==> config.mk <==
export PLATFORM = sky130hd
export DESIGN_NAME = llsc_resv_monitor
export DESIGN_NICKNAME = d
export VERILOG_FILES = /design/src/rtl/llsc_pkg.sv /design/src/rtl/llsc_slot.sv /design/src/rtl/llsc_victim.sv /design/src/rtl/llsc_resv_monitor.sv
export SDC_FILE = /design/constraint.sdc
export NUM_CORES = 1
export LEC_CHECK = 0
export BUFFER_PORTS_ARGS = -buffer_cell sky130_fd_sc_hd__buf_2
export CORE_AREA = 2 2 93 140
export CTS_CLUSTER_DIAMETER = 150
export DETAILED_ROUTE_END_ITERATION = 10
export DIE_AREA = 0 0 95 142
export PLACE_DENSITY_LB_ADDON = 0.1
export SETUP_SLACK_MARGIN = 0.5
export SYNTH_ARGS = -nofsm -noshare
export SYNTH_HDL_FRONTEND = slang
export SYNTH_SLANG_ARGS = --single-unit
==> constraint.sdc <==
create_clock -name clk -period 4.4 [get_ports clk]
set_input_delay 0.22 -clock clk [delete_from_list [all_inputs] [get_ports clk]]
set_output_delay 0.22 -clock clk [all_outputs]
set_load 0.01 [all_outputs]
==> src/rtl/llsc_pkg.sv <==
package llsc_pkg;
  typedef enum logic [1:0] {
    CK_READ  = 2'b00,
    CK_LL    = 2'b01,
    CK_SC    = 2'b10,
    CK_WRITE = 2'b11
  } cmp_kind_e;
endpackage

==> src/rtl/llsc_slot.sv <==
module llsc_slot #(
  parameter int LINE_AW = 26,
  parameter int ID_W    = 4
) (
  input  logic               clk,
  input  logic               rst,
  input  logic               set,
  input  logic               set_kill,
  input  logic               clr,
  input  logic [LINE_AW-1:0] new_line,
  input  logic [ID_W-1:0]    new_id,
  output logic               vld,
  output logic [LINE_AW-1:0] line,
  output logic [ID_W-1:0]    id
);
  // valid bit is reset; tag and owner are only meaningful while valid
  always_ff @(posedge clk) begin
    if (rst) begin
      vld <= 1'b0;
    end else if (set) begin
      vld <= !set_kill;
    end else if (clr) begin
      vld <= 1'b0;
    end
  end

  always_ff @(posedge clk) begin
    if (set) begin
      line <= new_line;
      id   <= new_id;
    end
  end

  AST_SET_LOADS: assert property (@(posedge clk) disable iff (rst)
    (set && !set_kill) |=> (vld && line == $past(new_line) && id == $past(new_id)));
  AST_CLR_DROPS: assert property (@(posedge clk) disable iff (rst)
    (clr && !set) |=> !vld);
endmodule

==> src/rtl/llsc_victim.sv <==
module llsc_victim #(
  parameter int NUM_SLOTS = 4
) (
  input  logic                 clk,
  input  logic                 rst,
  input  logic [NUM_SLOTS-1:0] slot_vld,
  input  logic                 replace,
  output logic                 all_full,
  output logic [NUM_SLOTS-1:0] pick
);
  localparam int PTR_W = (NUM_SLOTS > 1) ? $clog2(NUM_SLOTS) : 1;

  logic [PTR_W-1:0]     rr_ptr;
  logic [NUM_SLOTS-1:0] free_pick;

  assign all_full = &slot_vld;

  // lowest free slot wins
  always_comb begin
    free_pick = '0;
    for (int i = NUM_SLOTS - 1; i >= 0; i--) begin
      if (!slot_vld[i]) begin
        free_pick    = '0;
        free_pick[i] = 1'b1;
      end
    end
  end

  always_comb begin
    if (all_full) begin
      pick = '0;
      pick[rr_ptr] = 1'b1;
    end else begin
      pick = free_pick;
    end
  end

  always_ff @(posedge clk) begin
    if (rst) begin
      rr_ptr <= '0;
    end else if (replace) begin
      rr_ptr <= (rr_ptr == PTR_W'(NUM_SLOTS - 1)) ? '0 : rr_ptr + 1'b1;
    end
  end

  AST_ONE_PICK: assert property (@(posedge clk) disable iff (rst)
    replace |-> ($countones(pick) == 1 && all_full));
endmodule

==> src/rtl/llsc_resv_monitor.sv <==
module llsc_resv_monitor #(
  parameter int NUM_SLOTS = 4,
  parameter int LINE_AW   = 26,
  parameter int ID_W      = 4
) (
  input  logic               clk,
  input  logic               rst,
  input  logic               cmp_valid,
  input  logic [1:0]         cmp_kind,
  input  logic [LINE_AW-1:0] cmp_line,
  input  logic [ID_W-1:0]    cmp_id,
  input  logic               inv_valid,
  input  logic               inv_sc_pending,
  input  logic [LINE_AW-1:0] inv_line,
  output logic               rsp_valid,
  output logic               rsp_success,
  output logic               rsp_atomic
);
  import llsc_pkg::*;

  cmp_kind_e kind;
  logic      is_ll, is_sc, is_wr, inv_en, inv_on_new;

  assign kind       = cmp_kind_e'(cmp_kind);
  assign is_ll      = cmp_valid && (kind == CK_LL);
  assign is_sc      = cmp_valid && (kind == CK_SC);
  assign is_wr      = cmp_valid && (kind == CK_WRITE);
  assign inv_en     = inv_valid && inv_sc_pending;
  assign inv_on_new = inv_en && (inv_line == cmp_line);

  logic [NUM_SLOTS-1:0] s_vld, hit_c, own_c, hit_i, s_set, s_clr, pick;
  logic [LINE_AW-1:0]   s_line [NUM_SLOTS];
  logic [ID_W-1:0]      s_id   [NUM_SLOTS];
  logic                 hit_any, own_any, all_full, replace;

  for (genvar g = 0; g < NUM_SLOTS; g++) begin : g_slot
    assign hit_c[g] = s_vld[g] && (s_line[g] == cmp_line);
    assign own_c[g] = hit_c[g] && (s_id[g] == cmp_id);
    assign hit_i[g] = s_vld[g] && (s_line[g] == inv_line);
    assign s_set[g] = is_ll && (hit_any ? hit_c[g] : pick[g]);
    assign s_clr[g] = (is_sc && hit_c[g]) || (is_wr && own_c[g]) || (inv_en && hit_i[g]);

    llsc_slot #(.LINE_AW(LINE_AW), .ID_W(ID_W)) u_slot (
      .clk      (clk),
      .rst      (rst),
      .set      (s_set[g]),
      .set_kill (inv_on_new),
      .clr      (s_clr[g]),
      .new_line (cmp_line),
      .new_id   (cmp_id),
      .vld      (s_vld[g]),
      .line     (s_line[g]),
      .id       (s_id[g])
    );
  end

  assign hit_any = |hit_c;
  assign own_any = |own_c;
  assign replace = is_ll && !hit_any && all_full;

  llsc_victim #(.NUM_SLOTS(NUM_SLOTS)) u_victim (
    .clk      (clk),
    .rst      (rst),
    .slot_vld (s_vld),
    .replace  (replace),
    .all_full (all_full),
    .pick     (pick)
  );

  always_ff @(posedge clk) begin
    if (rst) begin
      rsp_valid   <= 1'b0;
      rsp_success <= 1'b0;
      rsp_atomic  <= 1'b0;
    end else begin
      rsp_valid   <= cmp_valid;
      rsp_success <= cmp_valid && !(is_sc && !own_any);
      rsp_atomic  <= is_ll || is_sc;
    end
  end

  // checking aids: duplicate lines, and lines hit by the last invalidation
  logic               dup_line, inv_q, inv_left;
  logic [LINE_AW-1:0] inv_line_q;

  always_ff @(posedge clk) begin
    if (rst) inv_q <= 1'b0;
    else     inv_q <= inv_en;
    inv_line_q <= inv_line;
  end

  always_comb begin
    dup_line = 1'b0;
    inv_left = 1'b0;
    for (int a = 0; a < NUM_SLOTS; a++) begin
      if (s_vld[a] && s_line[a] == inv_line_q) inv_left = 1'b1;
      for (int b = a + 1; b < NUM_SLOTS; b++) begin
        if (s_vld[a] && s_vld[b] && s_line[a] == s_line[b]) dup_line = 1'b1;
      end
    end
  end

  AST_LL_REPORTS_OK: assert property (@(posedge clk) disable iff (rst)
    is_ll |=> (rsp_valid && rsp_success));
  AST_SC_NEEDS_OWNER: assert property (@(posedge clk) disable iff (rst)
    (is_sc && !own_any) |=> (rsp_valid && !rsp_success));
  AST_NO_DUP_LINE: assert property (@(posedge clk) disable iff (rst)
    !dup_line);
  AST_INV_CLEARS: assert property (@(posedge clk) disable iff (rst)
    inv_q |-> !inv_left);
  AST_ATOMIC_IN_RSP: assert property (@(posedge clk) disable iff (rst)
    rsp_atomic |-> rsp_valid);
endmodule

==> results of run 1 <==
per-layer routing:
| layer | wire (um) | share of wire, % | vias up |
|---|---|---|---|
| li1 | - | - | 2130 |
| met1 | 7760 | 38 | 2356 |
| met2 | 10200 | 50 | 254 |
| met3 | 1370 | 6.7 | 46 |
| met4 | 1010 | 5.0 | 0 |
| met5 | 0 | 0 | - |
cell usage in the layout (no fill, tap or decap), types with 2 or more instances in the layout:
cell	instances
or4_1	3
nor2_1	6
a21oi_1	4
nor4_2	2
nand4_1	35
o21ai_0	5
edfxtp_1	120
inv_1	5
xnor2_1	127
clkinvlp_4	3
nand3_1	8
dfxtp_1	9
clkbuf_16	17
clkinv_4	3
buf_4	4
o22ai_1	2
nand2_1	9
mux2i_1	2
or4b_2	2
bufinv_16	3
nor3_1	4
inv_6	4
nor4_1	34
buf_2	65
ha_1	4
xor2_1	124
a21boi_0	2
o21a_1	2
nand2b_1	3
nand4b_1	2
a211oi_1	2
registers in the layout, indices dropped and copies added (netlist names):
register and count:
rsp_success 1, rsp_atomic 1, g_slot.u_slot.id 16, u_victim.rr_ptr 2
g_slot.u_slot.vld 4, g_slot.u_slot.line 104, rsp_valid 1
power breakdown:
part	internal, mW	switching, mW	total (mW)
Clock	0.897	0.571	1.47
Sequential	1.35	0.00931	1.36
Combinational	0.108	0.186	0.294
Total	2.36	0.766	3.13
path summary, 6_finish.rpt:
| path | slack, ns | startpoint | cells past startpoint | end |
|---|---|---|---|---|
| hold / removal | 0.09 | rst | 2 | u_victim.rr_ptr[0] |
| setup reg to reg | 1.22 | g_slot[2].u_slot.line[23] | 6 | g_slot[2].u_slot.line[20] |
| hold reg to reg | 0.56 | g_slot[1].u_slot.vld | 2 | g_slot[1].u_slot.vld |
| setup / recovery | 1.22 | g_slot[2].u_slot.line[23] | 6 | g_slot[2].u_slot.line[20] |
cells by family (layout without fill, tap and decap cells):
family | count (synthesis) | count (layout) | share of synthesized area, %
mux | 3 | 3 | 0.486
buf+inv | 58 | 106 | 3.73
simple gates | 115 | 115 | 9.77
flops | 129 | 129 | 52.5
compound gates | 25 | 25 | 2.36
xor+xnor | 251 | 251 | 30.5
fa+ha+maj | 4 | 4 | 0.694
per-stage QoR:
stage	hold slack (ns)	std cells	setup WS (ns)	util, %	power (mW)
after floorplan	0.289	585	1.25	-	1.58
after global placement	0.511	757	1.28	61.2	1.68
after detailed placement	0.518	757	1.20	61.2	1.68
after CTS	0.0662	789	1.23	66.1	3.13
after global routing	0.0972	789	1.05	66.1	3.19
final	0.0865	789	1.22	66.1	3.13
worst max-delay path: stages, from the launching register on:
cell and delay (ns):
edfxtp_1 0.42, xnor2_1 0.42, nand4_1 0.17, nor4_1 0.34
nand4_1 0.44, o22ai_4 0.64, buf_4 0.42
area by class of cell:
cell class                      instances  area share [%]
Clock buffer                           17            5.22
Clock inverter                         15            2.24
Inverter                                5           0.230
Multi-Input combinational cell        398            39.1
Sequential cell                       129            46.4
Tap cell                              156            2.40
Timing Repair Buffer                   69            4.36
==> metrics.md, run 1 <==
| Metric | Value |
|---|---|
| Synth Warn # | 0 |
| Final ANT Viol Nets | 0 |
| Post-synth EDFFs | 120 |
| Post-Syn Instances | 585 |
| H-tree levels | 4 |
| CTS Buf Count | 17 |
| Post-route DRC violation count | 0 |
| Worst setup EP type | register |
| Detailed Routing Iterations Pass 1 | 5 |
| First-pass GRT wire length | 30200 um |
| Area after DPL | 7540 sq um |
| Critical Path Start Type | register |
| Initial Util | 58.5% |
| Seq/Total Area, Yosys | 52.5% |
| Nets | 687 |
| RSZ-0062 raised after global routing | no |
| Placer's final routability congestion estimate | 1.01 |
| CTS Hold Bufs | 0 |
| Die area | 13500 sq um |
| Die Width | 95 um |
| Post-Syn Area | 7210 sq um |
| Via-to-Cell Ratio | 6.07 |
| CTS Root Cell | clkbuf_16 |
| Area growth from synthesis to layout | 13.0% |
| Max Freq | 314 MHz |
| CP Class | reg2reg |
| Initial DRC count | 387 |
| Most used DFF post-synth | edfxtp_1 |
| Routed wire per std cell | 25.8 um |
| PortBufs | 65 |
| Worst IR Drop VDD | 0.000355 V |
| Synth top area share | 50.0% |
| Leak pwr | 2.71 nW |
| Detailed placement HPWL | 15300 um |
| Core Area | 12300 sq um |
| WP data arrival | 3.28 ns |
| Slew Viols, Final | 0 |
| Syn_nets | 652 |
| Postcts setup bufs | 0 |
| Final Hold Fails | 0 |
| Design area | 8150 sq um |
| Worst rel slew slack | 42.5% |
| Most Crowded Layer GR | met2 |
| Clk Latency, worst-skew pair | 0.43 ns |
| Clock edge transition at the registers on the reported setup and hold paths | 0.06 ns |
| M1 GR Usage | 40.7% |
| Crit path required time | 4.49 ns |
| Pwr dens | 384 nW/um^2 |
| Status | finished clean |
| Slew of the pin with the lowest slew margin | 0.855 ns |
| Synth cell count leaders | xnor2_1 (127), xor2_1 (124), edfxtp_1 (120), nand4_1 (35), nor4_1 (34) |
| Count leader, synth | xnor2_1 |
| Rows | 50 |
| GRT Residual Overflow | 0 |
| DRT Wirelength | 20300 um |
| Crit path max fanout | 19 |
| CTS tree | done |
| Diode count | 0 |
| Top cells by area, synth | edfxtp_1 (50%), xnor2_1 (15%), xor2_1 (15%) |
| HP Class | in2reg |
| Seq. cell area | 3780 sq um |
| Distinct cells, synth | 43 |
| FF+latch count, synth | 129 |
| Async S/R FF share, synth | 0% |
| Routing usage on met3 | 4.29% |
| Final Cycle Share | 72.4% |
| Fraction of layout instances using a drive strength above 1 | 17.5% |
| Io pins | 66 |
| Worst Skew | 0.0112 ns |
| Number of global-route vias before repair | 4842 |
| TNS Setup | 0 ns |
| CTS resizes | 0 |
| # setup viols final | 0 |
| Fin crit period | 3.18 ns |
| Maximum root-to-sink buffer count | 2 |
| Cell taking the most area after synthesis | edfxtp_1 |
| Syn avg cell area | 12.3 sq um |
| Clk sinks | 129 |
| GRT Total Usage | 31.9% |
| Max cap viols | 0 |
| Met2 Usage GRT | 52.1% |
| Multi-input logic area | 3190 sq um |
| Die Ht | 142 um |
| Initial antenna violation count | 0 |
| Largest net degree at the start of global routing | 32 |
| Vias | 4786 |
| Fill cell count | 939 |
Power figures use the tool's default switching activity.
==> inputs of run 2 (changes only) <==
==> constraint.sdc (replaced) <==
create_clock -name clk -period 3 [get_ports clk]
set_input_delay 0.15 -clock clk [delete_from_list [all_inputs] [get_ports clk]]
set_output_delay 0.15 -clock clk [all_outputs]
set_load 0.01 [all_outputs]
==> run 2 against run 1 <==
  * Combinational power up 54%
  * Power increased by 44%
  * Clock power grew 39%
  * Flip-flop and latch count did not move
  * Critical endpoint is now g_slot[3].u_slot.line[1]
  * Largest power group unchanged
==> metrics.md, run 2 (synthesis results as in run 1) <==
| Metric | Value |
|---|---|
| Status | finished clean |
| CTS tree | done |
| Seq pwr share | 44.5% |
| Multi-input logic area | 3260 sq um |
| Pwr dens | 535 nW/um^2 |
| Final Cycle Share | 83.4% |
| CP Class | reg2reg |
| HP Class | in2reg |
| Clk sinks | 129 |
| Rows | 50 |
| Slowest stage delay, CP | 0.65 ns |
| Critical path cell sequence | xnor2_2, nand4_1, or4_4, nand4b_1, o21a_1, inv_1, buf_12 |
| H-tree levels | 4 |
| Placer's final routability congestion estimate | 0.957 |
| Worst rel slew slack | 52.8% |
| Detailed Routing Iterations Pass 1 | 7 |
| Comb power frac | 10.1% |
| Clock power frac | 45.4% |
| Post-route DRC violation count | 0 |
| Initial DRC count | 472 |
| Final Hold Fails | 0 |
| Die area | 13500 sq um |
| WP data arrival | 2.67 ns |
| Final ANT Viol Nets | 0 |
| CTS Hold Bufs | 0 |
| Slowest cell on the critical path | or4_4 |
| Clk Latency, worst-skew pair | 0.42 ns |
| First-pass GRT wire length | 30100 um |
| PortBufs | 65 |
| Slew of the pin with the lowest slew margin | 0.701 ns |
| Sw Share | 27.1% |
| Slew Viols, Final | 0 |
| Leak pwr | 2.85 nW |
| Max Freq | 400 MHz |
| Biggest register | g_slot.u_slot.line |
| GRT Total Usage | 32.1% |
| Initial Util | 58.5% |
| Critical Path Start Type | register |
| Area after DPL | 7690 sq um |
| NetSw | 1.22 mW |
| Crit path max fanout | 30 |
| Io pins | 66 |
| # setup viols final | 0 |
| Fill cell count | 888 |
| Worst Skew | 0.00936 ns |
| Total internal power | 3.27 mW |
| Core Area | 12300 sq um |
| Design area | 8390 sq um |
| Crit path required time | 3.17 ns |
| Diode count | 0 |
| DRT Wirelength | 20500 um |
| Clock edge transition at the registers on the reported setup and hold paths | 0.06 ns |
| Commonest cells after routing, fill and taps aside | xnor2_1 (124), xor2_1 (124), edfxtp_1 (120) |
| Worst setup EP type | register |
| TNS Setup | 0 ns |
| Nets | 707 |
| Family with the most delay on the worst path | simple AND/OR/NAND/NOR gates |
| Number of global-route vias before repair | 4816 |
| CTS Root Cell | clkbuf_16 |
| Maximum root-to-sink buffer count | 2 |
| Max cap viols | 0 |
| Top Registers | g_slot.u_slot.line: 104 flops, g_slot.u_slot.id: 16 flops, g_slot.u_slot.vld: 4 flops |
| Pwr Total | 4.49 mW |
| Die Width | 95 um |
| Detailed placement HPWL | 15300 um |
| Area growth from synthesis to layout | 16.4% |
| GRT Residual Overflow | 0 |
| Fraction of layout instances using a drive strength above 1 | 21.9% |
| Die Ht | 142 um |
| Initial antenna violation count | 0 |
| Fin crit period | 2.50 ns |
| Buf+Inv Stages, Crit Path | 2 |
| Vias | 4817 |
| Max reg flops | 104 |
| CTS Buf Count | 17 |
| Routed wire per std cell | 25.4 um |
| Via-to-Cell Ratio | 5.95 |
| Worst IR Drop VDD | 0.000617 V |
| RSZ-0062 raised after global routing | yes |
| Largest net degree at the start of global routing | 32 |
| Seq. cell area | 3780 sq um |
[run 2: cell types whose count changed in the layout (fill, tap and decap cells not counted), moves of 4 or more]
cell and delta:
buf_12 +4, buf_4 +16, inv_6 +4, inv_8 +7, nor4_1 -6, nor4_2 +5
[run 2: power groups by stage]
stage	sequential [mW]	combinational, mW	clock (mW)
floorplan	2.04	0.275	0
global placement	2.04	0.436	0
detailed placement	2.04	0.437	0
CTS	2.00	0.442	2.04
global route	2.00	0.478	2.11
finish	2.00	0.452	2.04
[run 2: path summary, 6_finish.rpt]
kind / from / to / slack, ns / cells past startpoint
setup / recovery: g_slot[3].u_slot.line[6] / g_slot[3].u_slot.line[1] / 0.50 / 7
setup reg to reg: g_slot[3].u_slot.line[6] / g_slot[3].u_slot.line[1] / 0.50 / 7
hold / removal: rst / u_victim.rr_ptr[0] / 0.008 / 2
hold reg to reg: u_victim.rr_ptr[0] / u_victim.rr_ptr[0] / 0.55 / 2
[run 2: layer usage]
metal | vias to the layer above | GRT usage, % | wire length (um)
li1 | 2174 | - | -
met1 | 2340 | 41.9 | 8060
met2 | 256 | 50.4 | 9950
met3 | 47 | 5.93 | 1380
met4 | 0 | 17.8 | 1150
met5 | - | 0 | 0
[run 2: worst reg2reg max path: cells and delay by family (launching register included)]
kind,cells,cell delay (ns)
XOR/XNOR,1,0.21
AND/OR/NAND/NOR,3,1.14
flip-flops,1,0.46
buffers and inverters,2,0.25
AO/OA/AOI/OAI,1,0.17
[run 2: metrics by stage]
step / hold slack, ns / util [%] / setup slack, ns / std cells
2_1_floorplan: 0.219 / - / 0.441 / 585
3_3_place_gp: 0.433 / 62.4 / 0.0835 / 770
3_5_place_dp: 0.447 / 62.4 / 0.135 / 770
4_1_cts: 0.00531 / 67.4 / 0.517 / 804
5_1_grt: 0.0160 / 68.1 / 0.455 / 809
6_report: 0.00777 / 68.1 / 0.498 / 809
[run 2: what timing repair did]
action | in CTS | in global routing
endpoints found under the setup margin | 127 | 108
hold endpoints to repair | 0 | 0
setup buffers | 2 | 5
pin swaps | 3 | 7
gates resized for setup | 3 | 9
[run 2: final cells by class]
class	count	share of cell area [%]
tap	156	2.33
sequential	129	45.1
clock inverter	15	1.77
clock buffer	17	5.07
inverter	5	0.224
timing repair buffer	89	6.62
multi-input combinational	398	38.9
